`src/rtl/irq_entry_pkg.sv`:
```
package irq_entry_pkg;
  localparam int unsigned OPC_W = 5;

  typedef enum logic [OPC_W-1:0] {
    OPC_IRQ_EN   = 5'd10,
    OPC_IRQ_DIS  = 5'd11,
    OPC_SAVE_IRQ = 5'd16,
    OPC_LOAD_IRQ = 5'd17,
    OPC_IRQ_RET  = 5'd29
  } irq_opc_e;
endpackage

```
`src/rtl/irq_action_decode.sv`:
```
module irq_action_decode
  import irq_entry_pkg::*;
(
  input  logic             run_i,
  input  logic             ie_i,
  input  logic             start_i,
  input  logic             halt_i,
  input  logic             soft_rst_i,
  input  logic             fetch_i,
  input  logic             ireq_i,
  input  logic             op_valid_i,
  input  logic [OPC_W-1:0] op_i,
  output logic             do_start_o,
  output logic             do_soft_o,
  output logic             do_halt_o,
  output logic             do_take_o,
  output logic             do_step_o,
  output logic             do_ret_o,
  output logic             do_en_o,
  output logic             do_dis_o,
  output logic             do_save_o,
  output logic             do_load_o
);
  logic active;
  logic op_go;

  always_comb begin
    do_start_o = !run_i && start_i;
    do_soft_o  = run_i && soft_rst_i;
    do_halt_o  = run_i && !soft_rst_i && halt_i;
    active     = run_i && !soft_rst_i && !halt_i;
    do_take_o  = active && fetch_i && ireq_i && ie_i;
    do_step_o  = active && fetch_i && !do_take_o;
    op_go      = active && !fetch_i && op_valid_i;
    do_ret_o   = op_go && (op_i == OPC_IRQ_RET);
    do_en_o    = op_go && (op_i == OPC_IRQ_EN);
    do_dis_o   = op_go && (op_i == OPC_IRQ_DIS);
    do_save_o  = op_go && (op_i == OPC_SAVE_IRQ);
    do_load_o  = op_go && (op_i == OPC_LOAD_IRQ);
  end
endmodule

```
`src/rtl/irq_ctrl_state.sv`:
```
module irq_ctrl_state (
  input  logic clk,
  input  logic rst_n,
  input  logic do_start_i,
  input  logic do_soft_i,
  input  logic do_halt_i,
  input  logic do_take_i,
  input  logic do_ret_i,
  input  logic do_en_i,
  input  logic do_dis_i,
  output logic run_o,
  output logic ie_o,
  output logic iack_o
);
  logic run_q, run_d;
  logic ie_q, ie_d;
  logic iack_q, iack_d;

  always_comb begin
    run_d = run_q;
    if (do_start_i)     run_d = 1'b1;
    else if (do_halt_i) run_d = 1'b0;

    ie_d = ie_q;
    if (do_start_i || do_soft_i || do_take_i || do_dis_i) ie_d = 1'b0;
    else if (do_ret_i || do_en_i)                          ie_d = 1'b1;

    iack_d = do_take_i;
  end

  always_ff @(posedge clk or negedge rst_n) begin
    if (!rst_n) begin
      run_q  <= 1'b0;
      ie_q   <= 1'b0;
      iack_q <= 1'b0;
    end else begin
      run_q  <= run_d;
      ie_q   <= ie_d;
      iack_q <= iack_d;
    end
  end

  assign run_o  = run_q;
  assign ie_o   = ie_q;
  assign iack_o = iack_q;
endmodule

```
`src/rtl/irq_save_regs.sv`:
```
module irq_save_regs #(
  parameter int unsigned XLEN   = 32,
  parameter int unsigned INFO_W = 16
) (
  input  logic              clk,
  input  logic              rst_n,
  input  logic              do_take_i,
  input  logic              do_load_i,
  input  logic [XLEN-1:0]   pc_i,
  input  logic [INFO_W-1:0] src_info_i,
  input  logic [INFO_W-1:0] ra_low_i,
  input  logic [XLEN-1:0]   rb_val_i,
  output logic [XLEN-1:0]   ret_pc_o,
  output logic [INFO_W-1:0] cause_o
);
  logic [XLEN-1:0]   ret_q, ret_d;
  logic [INFO_W-1:0] cause_q, cause_d;
  logic              ld_en;

  always_comb begin
    ld_en   = do_take_i || do_load_i;
    ret_d   = do_take_i ? pc_i       : rb_val_i;
    cause_d = do_take_i ? src_info_i : ra_low_i;
  end

  always_ff @(posedge clk or negedge rst_n) begin
    if (!rst_n) begin
      ret_q   <= '0;
      cause_q <= '0;
    end else if (ld_en) begin
      ret_q   <= ret_d;
      cause_q <= cause_d;
    end
  end

  assign ret_pc_o = ret_q;
  assign cause_o  = cause_q;
endmodule

```
`src/rtl/irq_pc_reg.sv`:
```
module irq_pc_reg #(
  parameter int unsigned XLEN     = 32,
  parameter int unsigned CODE_W   = 8,
  parameter int unsigned VEC_LSB  = 4,
  parameter int unsigned INSN_LEN = 4
) (
  input  logic              clk,
  input  logic              rst_n,
  input  logic              do_start_i,
  input  logic              do_soft_i,
  input  logic              do_take_i,
  input  logic              do_step_i,
  input  logic              do_ret_i,
  input  logic [CODE_W-1:0] src_code_i,
  input  logic [XLEN-1:0]   ret_pc_i,
  output logic [XLEN-1:0]   pc_o
);
  localparam logic [XLEN-1:0] STEP = XLEN'(INSN_LEN);

  logic [XLEN-1:0] pc_q, pc_d, vec;
  logic            pc_en;

  generate
    if (VEC_LSB + CODE_W < XLEN) begin : g_hi_pad
      assign vec[XLEN-1:VEC_LSB+CODE_W] = '0;
    end
    if (VEC_LSB > 0) begin : g_lo_pad
      assign vec[VEC_LSB-1:0] = '0;
    end
  endgenerate
  assign vec[VEC_LSB +: CODE_W] = src_code_i;

  always_comb begin
    pc_en = do_start_i || do_soft_i || do_take_i || do_ret_i || do_step_i;
    if (do_start_i || do_soft_i) pc_d = '0;
    else if (do_take_i)          pc_d = vec;
    else if (do_ret_i)           pc_d = ret_pc_i;
    else                         pc_d = pc_q + STEP;
  end

  always_ff @(posedge clk or negedge rst_n) begin
    if (!rst_n)     pc_q <= '0;
    else if (pc_en) pc_q <= pc_d;
  end

  assign pc_o = pc_q;
endmodule

```
`src/rtl/irq_entry_unit.sv`:
```
module irq_entry_unit
  import irq_entry_pkg::*;
#(
  parameter int unsigned XLEN    = 32,
  parameter int unsigned INFO_W  = 16,
  parameter int unsigned CODE_W  = 8,
  parameter int unsigned VEC_LSB = 4
) (
  input  logic              clk,
  input  logic              rst_n,
  input  logic              start_i,
  input  logic              halt_i,
  input  logic              soft_rst_i,
  input  logic              fetch_i,
  input  logic              ireq_i,
  input  logic [CODE_W-1:0] src_code_i,
  input  logic [INFO_W-1:0] src_info_i,
  input  logic              op_valid_i,
  input  logic [OPC_W-1:0]  op_i,
  input  logic [INFO_W-1:0] ra_low_i,
  input  logic [XLEN-1:0]   rb_val_i,
  output logic              run_o,
  output logic [XLEN-1:0]   pc_o,
  output logic              ie_o,
  output logic              iack_o,
  output logic              ra_we_o,
  output logic [INFO_W-1:0] ra_wdata_o,
  output logic              rb_we_o,
  output logic [XLEN-1:0]   rb_wdata_o
);
  logic do_start, do_soft, do_halt, do_take, do_step;
  logic do_ret, do_en, do_dis, do_save, do_load;
  logic run, ie;
  logic [XLEN-1:0]   pc, ret_pc;
  logic [INFO_W-1:0] cause;

  irq_action_decode u_dec (
    .run_i(run), .ie_i(ie), .start_i(start_i), .halt_i(halt_i),
    .soft_rst_i(soft_rst_i), .fetch_i(fetch_i), .ireq_i(ireq_i),
    .op_valid_i(op_valid_i), .op_i(op_i),
    .do_start_o(do_start), .do_soft_o(do_soft), .do_halt_o(do_halt),
    .do_take_o(do_take), .do_step_o(do_step), .do_ret_o(do_ret),
    .do_en_o(do_en), .do_dis_o(do_dis), .do_save_o(do_save),
    .do_load_o(do_load)
  );

  irq_ctrl_state u_state (
    .clk(clk), .rst_n(rst_n), .do_start_i(do_start), .do_soft_i(do_soft),
    .do_halt_i(do_halt), .do_take_i(do_take), .do_ret_i(do_ret),
    .do_en_i(do_en), .do_dis_i(do_dis),
    .run_o(run), .ie_o(ie), .iack_o(iack_o)
  );

  irq_save_regs #(.XLEN(XLEN), .INFO_W(INFO_W)) u_save (
    .clk(clk), .rst_n(rst_n), .do_take_i(do_take), .do_load_i(do_load),
    .pc_i(pc), .src_info_i(src_info_i), .ra_low_i(ra_low_i),
    .rb_val_i(rb_val_i), .ret_pc_o(ret_pc), .cause_o(cause)
  );

  irq_pc_reg #(.XLEN(XLEN), .CODE_W(CODE_W), .VEC_LSB(VEC_LSB), .INSN_LEN(4)) u_pc (
    .clk(clk), .rst_n(rst_n), .do_start_i(do_start), .do_soft_i(do_soft),
    .do_take_i(do_take), .do_step_i(do_step), .do_ret_i(do_ret),
    .src_code_i(src_code_i), .ret_pc_i(ret_pc), .pc_o(pc)
  );

  assign run_o      = run;
  assign ie_o       = ie;
  assign pc_o       = pc;
  assign ra_we_o    = do_save;
  assign rb_we_o    = do_save;
  assign ra_wdata_o = cause;
  assign rb_wdata_o = ret_pc;
endmodule

```
`config.mk`:
```
export PLATFORM = sky130hd
export DESIGN_NAME = irq_entry_unit
export DESIGN_NICKNAME = d
export VERILOG_FILES = /design/src/rtl/irq_entry_pkg.sv /design/src/rtl/irq_action_decode.sv /design/src/rtl/irq_ctrl_state.sv /design/src/rtl/irq_save_regs.sv /design/src/rtl/irq_pc_reg.sv /design/src/rtl/irq_entry_unit.sv
export SDC_FILE = /design/constraint.sdc
export NUM_CORES = 1
export LEC_CHECK = 0
export CAP_MARGIN = 20
export CORE_MARGIN = 3
export CORE_UTILIZATION = 40
export DETAILED_ROUTE_END_ITERATION = 12
export MAX_ROUTING_LAYER = met4
export PLACE_DENSITY = 0.74
export SLEW_MARGIN = 20
export SYNTH_ARGS = -nofsm -noshare
export SYNTH_HDL_FRONTEND = slang
export SYNTH_SLANG_ARGS = --single-unit
```
`constraint.sdc`:
```
create_clock -name clk -period 3 [get_ports clk]
set_clock_uncertainty 0.15 [all_clocks]
set_input_delay 0.6 -clock clk [delete_from_list [all_inputs] [get_ports clk]]
set_output_delay 0.6 -clock clk [all_outputs]
set_load 0.01 [all_outputs]
```
==> impl_metrics.yaml <==
cells_and_area:
  drive_above_1_share_pct: 9.12
  post-route-util_pct: 63.5
  diodes: 0
  syn_to_final_growth_pct: 50.4
  final_nets: 761
  mostFrequentLayoutCells: "clkdlybuf4s50_1 (166), dfrtp_1 (83), nand2_1 (81)"
  final_common_cell: "clkdlybuf4s50_1"
setup_path:
  path_class: "in2out"
  worstSetupEndpointType: "primary output"
  cp_max_fo: 3
  reg2regPathDepth: 5
  cp-start-kind: "input port"
  cp.arrival_ns: 2.14
  crit_required_ns: 2.25
die:
  die_w_um: 112
  die_h_um: 112
  initial_core_util_pct: 42.2
  ioPinCount: 170
  die_area_um2: 12500
  rows: 37
  core_area_um2: 10600
sta:
  hold_viol_final: 0
  grt_setup_unrepaired: "false"
  report.final.slew_viol_count: 0
  period_needed_ns: 2.89
  slew_headroom_pct: 36.2
  setup_viol: 0
  fmax_ghz: 0.346
  period_share_pct: 96.3
  tightestPinTransition_ns: 0.952
routing:
  m1WireLength_um: 6050
  top_layer: "met4"
  first_pass_iters: 7
  drc: 0
  first_iter_violations: 341
  wirelength_um: 13900
  met2_length_um: 6800
  wl_met3_um: 937
  vias: 4530
  drtAntennaViolNets: 0
  wl_per_cell_um: 17.1
  viasPerCell: 5.55
placed_design:
  hpwl_um: 10400
  port_buffers: 169
  gp_congestion: 0.875
synthesis:
  synth_cells: 488
  synth_top_area_share_pct: 46.4
  synth.largest_area_cell: "dfrtp_1"
  yosysWarnings: 0
  syn_area_um2: 4480
  synth_area_leaders: "dfrtp_1 (46%), mux2i_1 (11%), o21ai_0 (7.4%), nand2_1 (6.8%), nor2_1 (2.0%)"
  ys_seq_area_share_pct: 46.4
  syn-num-nets: 574
  synth_edf_count: 0
  ys_async_sr_fraction_pct: 100
  ys_ff_latch: 83
  synth_cell_type_count: 53
  syn_avg_cell_area_um2: 9.17
  ys.flop_type: "dfrtp_1"
cts:
  clock_latency_ns: 0.35
  cts_tree: "built"
  cts_num_sinks: 83
  root_buffer: "clkbuf_8"
  numCtsBuffers: 9
  clkTransAtPathRegs_ns: 0.08
  ctsLongestPathBuffers: 2
  cts_setup_buffers: 0
  ctsHtreeMaxLevel: 3
global_routing:
  grt_max_degree: 61
  grt_pass1_vias: 4512
  overflow: 0
  grt_pass1_wl_um: 22900
  grt_usage_pct: 22.7
  antenna_found_initial: 0
power_and_ir_drop:
  totalPowerFinal_uw: 2470
  max-vdd-ir-drop_uv: 198
  p_leak_uw: 0.00299
  p_per_area_nw_per_um2: 367
run:
  drv_cap: 0
outcome:
  status: "finished clean"
worst_hold_path:
  min_path_type: "in2async"
[cell usage after synthesis (4+ instances only)]
master,number
dfrtp_1,83
nand2_1,81
o21ai_0,66
mux2i_1,49
nor2_1,24
clkbuf_1,22
nand3_1,17
nand4_1,12
nor3_1,12
inv_1,11
a21oi_1,9
a22oi_1,7
o211ai_1,7
buf_1,6
and3_1,5
o22ai_1,5
or3_1,5
a311oi_1,4
o31a_1,4
xnor2_1,4
[area by class of cell]
class	instances	area, um2
multi-input combinational	362	2250
inverter	11	41.3
fill	909	3870
sequential	83	2080
clock buffer	12	135
clock inverter	4	51.3
timing repair buffer	208	2000
tap	136	170
[sequential cells by signal, summed over array words and instances (netlist names)]
| signal | flops |
|---|---|
| u_state.ie_o | 1 |
| u_pc.pc_o | 32 |
| u_state.iack_o | 1 |
| u_save.cause_o | 16 |
| u_state.run_o | 1 |
| u_save.ret_pc_o | 32 |
[worst max-delay path, stage by stage]
cell and delay, ns:
clkdlybuf4s50_1 0.42, or3b_4 0.42, nor3_2 0.19, and3b_1 0.21, dlygate4sd2_1 0.30
[cells by family (layout without fill, tap and decap cells)]
logic type                 Yosys count  in the layout  synth area share (%)
and+or+nand+nor                    173            173                  18.6
muxes                               50             50                  11.2
adders and majority gates            1              1                 0.279
xor gates and xnor gates             7              7                  1.37
DFF                                 83             83                  46.4
AOI/OAI and AO/OA                  131            131                  18.4
buffers and inverters               43            235                  3.77
[worst paths after layout]
path	from	endpoint	slack (ns)
setup / recovery	soft_rst_i	ra_we_o	0.11
hold / removal	rst_n	u_save.ret_pc_o[14]	0.07
setup reg to reg	u_pc.pc_o[7]	u_pc.pc_o[31]	0.47
hold reg to reg	u_pc.pc_o[0]	u_save.ret_pc_o[0]	0.38
max in group asynchronous	rst_n	u_save.ret_pc_o[28]	2.00
min in group clk	u_pc.pc_o[0]	u_save.ret_pc_o[0]	0.38
[power by group]
part           switching [uW]  internal, uW  total [uW]  leakage [uW]
logic                     192           272         464       0.00176
clock network             403           387         790     0.0000906
registers                56.1          1160        1220       0.00114
total                     651          1820        2470       0.00299
[per-stage QoR]
| stage | setup WS [ns] | cells | hold slack [ns] | setup TNS, ns | cell area, um2 |
|---|---|---|---|---|---|
| after CTS | 0.109 | 816 | 0.0791 | 0 | 6730 |
| after floorplan | 0.399 | 488 | 0.154 | 0 | 4480 |
| after detailed placement | -0.209 | 800 | 0.381 | -0.666 | 6540 |
| final | 0.112 | 816 | 0.0696 | 0 | 6730 |
| after global placement | -0.143 | 800 | 0.364 | -0.405 | 6540 |
| after global routing | 0.0272 | 816 | 0.0999 | 0 | 6730 |
[repair_timing]
item                       in CTS  in global routing
setup endpoints to repair       2                  0
hold endpoints to repair        0                  0
hold buffers                    0                  0
resized for setup               3                  0
[routing by layer]
layer / track usage (%) / vias up
li1: - / 2161
met1: 29.9 / 2161
met2: 36.7 / 197
met3: 4.02 / 11
met4: 4.79 / 0
met5: - / -
Note: power is estimated with default switching activity, not from simulation.
